--- config.mk ---
export PLATFORM = sky130hd
export DESIGN_NAME = gpio_setclr_port
export DESIGN_NICKNAME = d
export VERILOG_FILES = /design/src/rtl/gpio_sc_pkg.sv /design/src/rtl/gpio_sc_decode.sv /design/src/rtl/gpio_sc_dir.sv /design/src/rtl/gpio_sc_latch.sv /design/src/rtl/gpio_setclr_port.sv
export SDC_FILE = /design/constraint.sdc
export NUM_CORES = 1
export LEC_CHECK = 0
export BUFFER_PORTS_ARGS = -buffer_cell sky130_fd_sc_hd__buf_4
export CAP_MARGIN = 20
export CORE_MARGIN = 1.5
export CORE_UTILIZATION = 52
export DETAILED_ROUTE_END_ITERATION = 16
export PLACE_DENSITY = 0.81
export SLEW_MARGIN = 10
export SYNTH_ARGS = -nofsm -noshare
export SYNTH_HDL_FRONTEND = slang
export SYNTH_HIERARCHICAL = 1
export SYNTH_SLANG_ARGS = --single-unit
--- constraint.sdc ---
create_clock -name clk -period 2.7 [get_ports clk]
set_input_delay 0.135 -clock clk [delete_from_list [all_inputs] [get_ports clk]]
set_output_delay 0.135 -clock clk [all_outputs]
set_load 0.05 [all_outputs]
--- src/rtl/gpio_sc_pkg.sv ---
package gpio_sc_pkg;
  // byte offsets of the register words
  localparam int unsigned OFS_DIR = 32'h00;
  localparam int unsigned OFS_OUT = 32'h14;
  localparam int unsigned OFS_SET = 32'h18;
  localparam int unsigned OFS_CLR = 32'h1C;

  typedef enum logic [2:0] {
    TGT_NONE,
    TGT_DIR,
    TGT_OUT,
    TGT_SET,
    TGT_CLR
  } gpio_tgt_e;
endpackage

--- src/rtl/gpio_sc_decode.sv ---
module gpio_sc_decode
  import gpio_sc_pkg::*;
#(
  parameter int unsigned DATA_W = 32,
  parameter int unsigned ADDR_W = 8
) (
  input  logic              bus_sel,
  input  logic              bus_wr,
  input  logic [ADDR_W-1:0] bus_addr,
  input  logic [DATA_W/8-1:0] bus_be,
  output gpio_tgt_e         tgt,
  output logic [DATA_W-1:0] lane_mask,
  output logic              dir_we,
  output logic              set_we,
  output logic              clr_we
);
  localparam int unsigned LANES  = DATA_W / 8;
  localparam int unsigned WIDX_W = ADDR_W - 2;
  localparam logic [WIDX_W-1:0] W_DIR = WIDX_W'(OFS_DIR >> 2);
  localparam logic [WIDX_W-1:0] W_OUT = WIDX_W'(OFS_OUT >> 2);
  localparam logic [WIDX_W-1:0] W_SET = WIDX_W'(OFS_SET >> 2);
  localparam logic [WIDX_W-1:0] W_CLR = WIDX_W'(OFS_CLR >> 2);

  logic [WIDX_W-1:0] widx;
  logic              unused_lo;
  logic              wr_any;

  assign widx      = bus_addr[ADDR_W-1:2];
  // lane choice comes from the strobes, not the low address bits
  assign unused_lo = ^bus_addr[1:0];
  assign wr_any    = bus_sel && bus_wr && (|bus_be);

  always_comb begin
    tgt = TGT_NONE;
    if (bus_sel) begin
      if      (widx == W_DIR) tgt = TGT_DIR;
      else if (widx == W_OUT) tgt = TGT_OUT;
      else if (widx == W_SET) tgt = TGT_SET;
      else if (widx == W_CLR) tgt = TGT_CLR;
    end
  end

  generate
    for (genvar k = 0; k < LANES; k++) begin : g_lane
      assign lane_mask[8*k +: 8] = {8{bus_be[k]}};
    end
  endgenerate

  assign dir_we = wr_any && (tgt == TGT_DIR);
  assign set_we = wr_any && (tgt == TGT_SET);
  assign clr_we = wr_any && (tgt == TGT_CLR);
endmodule

--- src/rtl/gpio_sc_dir.sv ---
module gpio_sc_dir #(
  parameter int unsigned DATA_W = 32
) (
  input  logic              clk,
  input  logic              rst_n,
  input  logic              we,
  input  logic [DATA_W-1:0] mask,
  input  logic [DATA_W-1:0] wdata,
  output logic [DATA_W-1:0] dir
);
  logic [DATA_W-1:0] dir_d;
  logic [DATA_W-1:0] dir_q;

  always_comb begin
    dir_d = (dir_q & ~mask) | (wdata & mask);
  end

  always_ff @(posedge clk or negedge rst_n) begin
    if (!rst_n) begin
      dir_q <= '0;
    end else if (we) begin
      dir_q <= dir_d;
    end
  end

  assign dir = dir_q;

  // lanes written take the data, no write keeps the value
  a_r2_dir_load: assert property (@(posedge clk) disable iff (!rst_n)
    we |=> ((dir_q & $past(mask)) == ($past(wdata) & $past(mask))));
  a_r11_dir_hold: assert property (@(posedge clk) disable iff (!rst_n)
    !we |=> $stable(dir_q));
endmodule

--- src/rtl/gpio_sc_latch.sv ---
module gpio_sc_latch #(
  parameter int unsigned DATA_W = 32
) (
  input  logic              clk,
  input  logic              rst_n,
  input  logic [DATA_W-1:0] set_mask,
  input  logic [DATA_W-1:0] clr_mask,
  output logic [DATA_W-1:0] q
);
  logic [DATA_W-1:0] q_d;
  logic [DATA_W-1:0] q_r;
  logic              upd;

  always_comb begin
    upd = (|set_mask) || (|clr_mask);
    // clear wins if both ever reach one bit together
    q_d = (q_r | set_mask) & ~clr_mask;
  end

  always_ff @(posedge clk or negedge rst_n) begin
    if (!rst_n) begin
      q_r <= '0;
    end else if (upd) begin
      q_r <= q_d;
    end
  end

  assign q = q_r;

  a_r3_set_bits_high: assert property (@(posedge clk) disable iff (!rst_n)
    ((|set_mask) && !(|clr_mask)) |=> ((q_r & $past(set_mask)) == $past(set_mask)));
  a_r4_clr_bits_low: assert property (@(posedge clk) disable iff (!rst_n)
    (|clr_mask) |=> ((q_r & $past(clr_mask)) == '0));
  a_r11_latch_hold: assert property (@(posedge clk) disable iff (!rst_n)
    (!(|set_mask) && !(|clr_mask)) |=> $stable(q_r));
  a_r3_untouched_keep: assert property (@(posedge clk) disable iff (!rst_n)
    (|set_mask || |clr_mask) |=>
      ((q_r & ~($past(set_mask) | $past(clr_mask))) ==
       ($past(q_r) & ~($past(set_mask) | $past(clr_mask)))));
endmodule

--- src/rtl/gpio_setclr_port.sv ---
module gpio_setclr_port
  import gpio_sc_pkg::*;
#(
  parameter int unsigned DATA_W = 32,
  parameter int unsigned ADDR_W = 8
) (
  input  logic                clk,
  input  logic                rst_n,
  input  logic                bus_sel,
  input  logic                bus_wr,
  input  logic [ADDR_W-1:0]   bus_addr,
  input  logic [DATA_W/8-1:0] bus_be,
  input  logic [DATA_W-1:0]   bus_wdata,
  output logic [DATA_W-1:0]   bus_rdata,
  output logic [DATA_W-1:0]   pad_out,
  output logic [DATA_W-1:0]   pad_oe
);
  logic [1:0]        rst_sync;
  logic              rst_int_n;
  gpio_tgt_e         tgt;
  logic [DATA_W-1:0] lane_mask;
  logic              dir_we;
  logic              set_we;
  logic              clr_we;
  logic [DATA_W-1:0] set_mask;
  logic [DATA_W-1:0] clr_mask;
  logic [DATA_W-1:0] dir;
  logic [DATA_W-1:0] latch;

  // asynchronous assertion, synchronous release
  always_ff @(posedge clk or negedge rst_n) begin
    if (!rst_n) begin
      rst_sync <= 2'b00;
    end else begin
      rst_sync <= {rst_sync[0], 1'b1};
    end
  end
  assign rst_int_n = rst_sync[1];

  gpio_sc_decode #(.DATA_W(DATA_W), .ADDR_W(ADDR_W)) u_decode (
    .bus_sel   (bus_sel),
    .bus_wr    (bus_wr),
    .bus_addr  (bus_addr),
    .bus_be    (bus_be),
    .tgt       (tgt),
    .lane_mask (lane_mask),
    .dir_we    (dir_we),
    .set_we    (set_we),
    .clr_we    (clr_we)
  );

  always_comb begin
    set_mask = set_we ? (bus_wdata & lane_mask) : '0;
    clr_mask = clr_we ? (bus_wdata & lane_mask) : '0;
  end

  gpio_sc_dir #(.DATA_W(DATA_W)) u_dir (
    .clk   (clk),
    .rst_n (rst_int_n),
    .we    (dir_we),
    .mask  (lane_mask),
    .wdata (bus_wdata),
    .dir   (dir)
  );

  gpio_sc_latch #(.DATA_W(DATA_W)) u_latch (
    .clk      (clk),
    .rst_n    (rst_int_n),
    .set_mask (set_mask),
    .clr_mask (clr_mask),
    .q        (latch)
  );

  always_comb begin
    unique case (tgt)
      TGT_DIR: bus_rdata = dir;
      TGT_OUT: bus_rdata = latch;
      default: bus_rdata = '0;
    endcase
  end

  assign pad_oe  = dir;
  assign pad_out = latch & dir;

  a_r10_no_drive_on_input: assert property (@(posedge clk) disable iff (!rst_int_n)
    ((pad_out & ~pad_oe) == '0));
  a_r9_write_only_read_zero: assert property (@(posedge clk) disable iff (!rst_int_n)
    ((tgt == TGT_SET) || (tgt == TGT_CLR)) |-> (bus_rdata == '0));
  a_r8_single_target: assert property (@(posedge clk) disable iff (!rst_int_n)
    $onehot0({dir_we, set_we, clr_we}));
endmodule

Yosys cells after proc, flatten, opt, wreduce, memory -nomap -nowiden
Index checks and enable logic that the tools add are counted.

cells by class
  equality and inequality tests = 7
  bitwise operators = 8
  reduce and logical (&&, ||, !) cells = 10
  multiplexer cells = 8

operators by type and width
  cell                  number
  $and A32 B32 Y32      4
  $mux W32              2
  $not A32 Y32          2
  $or A32 B32 Y32       2
  $pmux W32 S2          1
  $reduce_or A32 Y1     2
  $eq A6 B3 Y1 const B  3
  $mux W3               5
  $eq A3 B2 Y1 const B  2
  $logic_not A6 Y1      1
  $logic_and A1 B1 Y1   5
  $reduce_or A4 Y1      1
  $eq A3 B1 Y1 const B  1
  $eq A3 B3 Y1 const B  1
  $logic_or A1 B1 Y1    1

storage, ports and cells
  logic and storage cells = 36
  output and inout port bits = 96
  register bits = 66

Longest topological paths before layout
Gate-level depths: netlist of run 1.

  depth after elaboration = 11
  mapped depth = 7
  depth with buffers taken out = 5

Hierarchy
The synthesis of run 1 kept the hierarchy.

by module, submodules not included
  module            instances  seq. area each (µm²)  area an instance (µm²)  cells an instance
  gpio_setclr_port  1          50.0                  1,654.1                 216
  gpio_sc_dir       1          800.8                 1,427.6                 99
  gpio_sc_latch     1          800.8                 1,121.1                 64
  gpio_sc_decode    1          0.0                   339.1                   49

Least setup slack after synthesis of run 1
Ideal clock, no wire load.

  path kind = input to output
  start = input bus_addr[7]
  end = output bus_rdata[27]
  data arrival time = 2.247 ns
  buffers on the path = 0
  setup slack = 0.318 ns
  data required time = 2.565 ns
  stages on the path = 5
  cell sequence = nor3_2 > nand2_1 > nor3_1 > nand2b_4 > o32ai_1

RTL lines
  item                                                 RTL line                RTL
  start, declared                                      gpio_setclr_port.sv:11  input logic [ADDR_W-1:0] bus_addr,
  $eq A6 B3 Y1                                         gpio_sc_decode.sv:38    else if (widx == W_SET) tgt = TGT_SET;
  $mux W3                                              gpio_sc_decode.sv:38
  $mux W3                                              gpio_sc_decode.sv:37    else if (widx == W_OUT) tgt = TGT_OUT;
  $mux W3 *                                            gpio_sc_decode.sv:36    if (widx == W_DIR) tgt = TGT_DIR;
  $mux W3 *                                            gpio_sc_decode.sv:35    if (bus_sel) begin
  named net tgt[0]                                     gpio_setclr_port.sv:20  gpio_tgt_e tgt;
  $eq A3 B2 Y1 / $eq A3 B1 Y1 (equally long branches)  gpio_setclr_port.sv:75  unique case (tgt)
  $pmux W32 S2 *                                       gpio_setclr_port.sv:75
  end, declared                                        gpio_setclr_port.sv:14  output logic [DATA_W-1:0] bus_rdata,

Mark *: on every way through the listed nets, which the timed path passes. The rest lies on a longest branch.

Worst setup path after layout of run 1
  start = input bus_addr[7]
  end = output bus_rdata[31]

Same word-level chain as after synthesis.

==> results of run 1 <==
-- kinds of logic (layout without fill, tap and decap cells) --
logic type,after synthesis,after routing,synth area share
AND/OR/NAND/NOR,179,179,0.2295
buffers and inverters,85,204,0.1182
XOR/XNOR,1,1,0.001929
multiplexers,32,32,0.1041
AO/OA/AOI/OAI,64,64,0.1818
other,1,1,0.0008257
flip-flops,66,66,0.3636
-- metrics by stage --
| step | instances | hold WS, ns | power [µW] | util |
|---|---|---|---|---|
| after global routing | 652 | 0.02013 | 2427 | 0.6838 |
| after floorplan | 428 | -0.1606 | 1292 | - |
| final | 652 | 0.03517 | 2329 | 0.6838 |
| after CTS | 652 | 0.01538 | 2352 | 0.6838 |
| after global placement | 634 | -0.08174 | 1397 | 0.6539 |
| after detailed placement | 635 | -0.08155 | 1409 | 0.6553 |
-- placed cells by master, fill, tap and decap left out --
cell type	instances
buf_4	154
clkbuf_8	10
nand2_1	37
nor4_2	1
o32ai_1	2
nor3_1	1
xor2_1	1
nand3_1	1
and3_1	64
nor2_1	2
mux2_2	2
inv_1	31
dfrtp_1	65
nor3_2	3
mux2_4	30
dlygate4sd3_1	1
nand2b_1	32
and2_1	32
clkinvlp_4	1
o21ba_1	32
nand3_2	1
nand2b_4	2
nor2_4	1
dfrtp_2	1
bufinv_16	2
o32ai_2	30
clkinv_4	2
clkinv_2	1
or4_4	1
buf_6	1
conb_1	1
buf_12	1
nor2b_1	1
-- per-layer routing --
metal,wire length (µm),vias to the layer above,part of all wire,global-route usage
met1,4596,1764,0.43,0.2979
met5,0,-,0,0
met3,744,6,0.069,0.06729
li1,-,1676,-,-
met2,5351,109,0.50,0.3951
met4,82,0,0.0076,0.06643
-- power groups by stage --
stage	clock network (µW)	registers, µW	logic (µW)
2_1_floorplan	0	1160	133
3_3_place_gp	0	1080	312
3_5_place_dp	0	1090	322
4_1_cts	961	1070	323
5_1_grt	1010	1070	344
6_report	940	1070	322
-- final cells by class --
class	instances	area share
Multi-Input combinational cell	277	0.4168
Sequential cell	66	0.2898
Timing Repair Buffer	157	0.2100
Clock buffer	10	0.02413
Tap cell	105	0.02304
Inverter	31	0.02040
Clock inverter	6	0.01580
-- worst max path at each step --
stage	start	end	slack, ns	cells past startpoint
finish	bus_addr[7]	bus_rdata[31]	0.51	8
global route	bus_addr[7]	bus_rdata[31]	0.34	7
CTS	bus_addr[7]	bus_rdata[31]	0.51	8
detailed placement	bus_addr[7]	u_latch/q[7]	0.32	7
global placement	bus_addr[7]	flip-flop	0.29	7
floorplan	bus_addr[7]	bus_rdata[27]	0.32	5
==> flow_summary.ini, run 1 <==
[cts]
cts_sinks = 66
clk_pin_slew_worst_paths_ns = 0.08
cts_tree = built
numCtsBuffers = 9
post-cts-setup-buffers = 0
worstSkewPairLatency_ns = 0.34
cts_root_buffer = clkbuf_8
cts_resized = 0
cts_hold_buf = 1
cts_buffer_depth = 2
ctsHtreeMaxLevel = 3

[placement]
io_buffers = 141
place_ws_ns = 0.3155
hpwlAfterDp_um = 7729
place_congestion = 0.8223
placed_area_mm2 = 0.005465

[drt]
drt_iter0_drc = 136
ant_nets = 0
vias = 3555
wl_per_cell_um = 16.53
route.detailed.drc = 0
via_per_inst = 5.452
wl_um = 10780
dr.pass1.iters = 5

[worst_setup_path]
r2r-end = u_latch/q[2]
cp_top_family = simple AND/OR/NAND/NOR gates
r2r_cells = 1
path_common_cell = buf_4
rrSetupSlack_ns = 1.74
cp_cell_sequence = buf_4 -> nor3_2 -> nand2_1 -> nor2_1 -> nand2b_4 -> buf_4 -> o32ai_1 -> buf_4
worstSetupPathType = in2out
path_buf_inv = 3
arrival_ns = 2.06
regToRegStartpoint = rst_sync[1]
max_stage_delay_ns = 0.47
crit_path_top_delay_cell = nand2b_4
end_kind = primary output
required_ns = 2.57
crit_fanout = 23
critPathLaunchType = input pin

[sta]
final_max_slew_viol_count = 0
setup_tns_ns = 0
fmax_mhz = 456.2
layout_setup_ws_ns = 0.5080
rsz0062_at_grt = false
finalCriticalPeriod_ns = 2.192
finalCritPeriodShare = 0.8118
finalHoldViolCount = 0
setup_viol = 0
worst_pin_slew_ns = 1.041
skew_ns = 0.008770
relSlewSlack = 0.3023

[power_and_ir_drop]
net-switching-power_uw = 622.1
power_density_mw_per_mm2 = 408.4
p_comb_frac = 0.138
sw_frac_of_total = 0.2671
intPower_uw = 1707
vdd_drop_max_mv = 0.2848
leakage_uw = 0.002933
sequentialPowerShare = 0.458
pwr-share-clk = 0.404

[worst_hold_path]
hold_class = in2reg
holdCritStartpoint = bus_wdata[29]
min_path_cells = 2

[synthesis]
synth_top_area_share = 0.3636
ys_ff_latch = 66
netlist.top_cell.by_area = dfrtp_1
async_flop_share = 1.000
synth_common_cells = dfrtp_1 (66), and3_1 (64), nand2_1 (37)
ys_types = 25
synth_edf_count = 0
syn_inst = 428
yosysMostFrequentCell = dfrtp_1
ys.flop_type = dfrtp_1
syn_nets = 476
netlist_area_mm2 = 0.004542
yosysWarnings = 6
synth_area_per_cell_um2 = 10.61
synth_top_cells_by_area = dfrtp_1 (36%), o32ai_2 (11%), mux2_4 (9.9%)
ys_seq_area_frac = 0.3636

[final_layout]
finalInstanceArea_mm2 = 0.005703
seqCellArea_mm2 = 0.001653
drive_gt1_frac = 0.4461
syn_to_final_growth_pct = 25.56
final_nets = 590
multi_input_area_mm2 = 0.002377
diodes = 0
final.fill_count = 660

[die]
dieArea_mm2 = 0.009304
die_w_um = 96.46
rows = 33
fp.coreArea_mm2 = 0.008341
io_pins = 144
initial_core_util = 0.5446
die_y_um = 96.46

[grt]
grt_use_total = 0.2362
grt_max_degree = 37
antenna_found_initial = 0
grt_pass1_wl_um = 16800
grt_pass1_vias = 3376
grt-ovfl-total = 0

[run]
drv_cap = 0

[outcome]
status = finished clean
Note: power is estimated with default switching activity, not from simulation.
==> run 2, diff against run 1 <==
--- a/config.mk
+++ b/config.mk
@@ -8,9 +8,9 @@
 export BUFFER_PORTS_ARGS = -buffer_cell sky130_fd_sc_hd__buf_4
 export CAP_MARGIN = 20
 export CORE_MARGIN = 1.5
-export CORE_UTILIZATION = 52
+export CORE_UTILIZATION = 47
 export DETAILED_ROUTE_END_ITERATION = 16
-export PLACE_DENSITY = 0.81
+export PLACE_DENSITY = 0.77
 export SLEW_MARGIN = 10
 export SYNTH_ARGS = -nofsm -noshare
 export SYNTH_HDL_FRONTEND = slang
==> constraint.sdc (replaced) <==
create_clock -name clk -period 1.8 [get_ports clk]
set_input_delay 0.09 -clock clk [delete_from_list [all_inputs] [get_ports clk]]
set_output_delay 0.09 -clock clk [all_outputs]
set_load 0.05 [all_outputs]
==> flow_summary.ini, run 2 (synthesized netlist as in run 1, its figures left out) <==
[outcome]
status = finished clean

[placement]
place_ws_ns = 0.09172
place_congestion = 0.7369
io_buffers = 141
hpwlAfterDp_um = 7786

[drt]
met2_length_um = 5732
route.detailed.drc = 0
vias = 3719
wl_um = 11650
ant_nets = 0
met3_length_um = 580
wl_met1_um = 5183
highest_layer = met4
wl_per_cell_um = 16.34
drt_iter0_drc = 106
dr.pass1.iters = 4
via_per_inst = 5.216

[power_and_ir_drop]
vdd_drop_max_mv = 0.3300
p_total_uw = 3296
power_density_mw_per_mm2 = 530.7
leakage_uw = 0.003117

[final_layout]
final_nets = 627
diodes = 0
syn_to_final_growth_pct = 36.72
final_common_cell = buf_4
fin_util = 0.6689
mostFrequentLayoutCells = buf_4 (150), dfrtp_1 (65), and3_1 (64)
drive_gt1_frac = 0.4332

[sta]
final_max_slew_viol_count = 0
rsz0062_at_grt = false
skew_ns = 0.009610
fmax_mhz = 581.8
layout_setup_ws_ns = 0.08128
setup_tns_ns = 0
finalCritPeriodShare = 0.9548
finalHoldViolCount = 0
setup_viol = 0
finalCriticalPeriod_ns = 1.719

[cts]
ctsHtreeMaxLevel = 3
clk_pin_slew_worst_paths_ns = 0.07
cts_tree = built
worstSkewPairLatency_ns = 0.34
numCtsBuffers = 9
cts_root_buffer = clkbuf_8
cts_sinks = 66
cts_buffer_depth = 2

[worst_setup_path]
cp_cell_sequence = buf_4 -> nor3_4 -> nand2_2 -> buf_4 -> nor2_4 -> buf_12 -> clkbuf_16 -> o32ai_2 -> buf_4
arrival_ns = 1.63
end_kind = primary output
crit_fanout = 18
path_common_cell = buf_4
worstSetupPathType = in2out
required_ns = 1.71
crit_path_top_delay_cell = nor3_4
max_stage_delay_ns = 0.24
critPathLaunchType = input pin

[grt]
grt_pass1_wl_um = 18010
grt-ovfl-total = 0
grt_pass1_vias = 3594
grt_use_total = 0.2247
antenna_found_initial = 0
grt_max_degree = 65

[run]
drv_cap = 0

[die]
fp.coreArea_mm2 = 0.009284
rows = 35
initial_core_util = 0.4892
dieArea_mm2 = 0.01026
die_w_um = 101.3
die_y_um = 101.3
io_pins = 144

[worst_hold_path]
hold_class = in2reg
run 2: cell count changes in the layout (fill, tap and decap cells not counted), moves of 2 or more:
cell	change
buf_4	-4
dlygate4sd3_1	+31
buf_12	+8
o32ai_2	+2
clkbuf_1	+2
bufinv_16	-2
o32ai_1	-2
clkbuf_16	+2
run 2: layer usage:
metal  track usage  up-vias
li1              -     1740
met1        0.2880     1838
met2        0.3898      124
met3       0.04072       17
met4       0.06303        0
met5             0        -
run 2: cell type report:
| cell class | instances | area (µm²) |
|---|---|---|
| sequential | 66 | 1653 |
| clock inverter | 3 | 23.77 |
| clock buffer | 13 | 158.9 |
| multi-input combinational | 277 | 2409 |
| inverter | 31 | 116.4 |
| fill | 716 | 3074 |
| timing repair buffer | 194 | 1688 |
| tap | 129 | 161.4 |
run 2: repair_timing:
item | in CTS | in global routing
hold endpoints to repair | 32 | 1
resized for setup | 0 | 5
setup endpoints to repair | 0 | 32
hold buffers | 31 | 1
buffers inserted | 0 | 1
run 2: metrics by stage:
step	hold WS, ns	instances	instance area (µm²)
after global routing	0.001897	713	6210
after floorplan	-0.2056	428	4558
after global placement	-0.1276	662	5617
final	0.02455	713	6210
after CTS	0.001897	709	6110
after detailed placement	-0.1257	662	5617
run 2: worst max-delay path, delay by kind of cell:
family                 cells  cell delay, ns
buffers and inverters      5            0.83
and+or+nand+nor            3            0.59
AOI/OAI and AO/OA          1            0.12
run 2: final timing paths:
kind                                    start            end  slack (ns)  cells after the start
worst max register to register      flip-flop      flip-flop        0.98                      1
min in group asynchronous               rst_n    rst_sync[1]        0.06                      2
max in group asynchronous         rst_sync[1]   u_latch/q[9]        1.23                      1
worst min-delay path            bus_wdata[18]      flip-flop        0.02                      2
worst min register to register    rst_sync[1]  u_latch/q[18]        0.26                      1
worst max-delay path              bus_addr[7]  bus_rdata[14]        0.08                      9
run 2: where the power goes:
part	leakage [µW]	switching [µW]	total, µW	internal, µW
Sequential	0.000908	53.8	1590	1540
Combinational	0.00212	309	564	255
Clock	0.0000859	563	1140	579
Total	0.00312	925	3300	2370
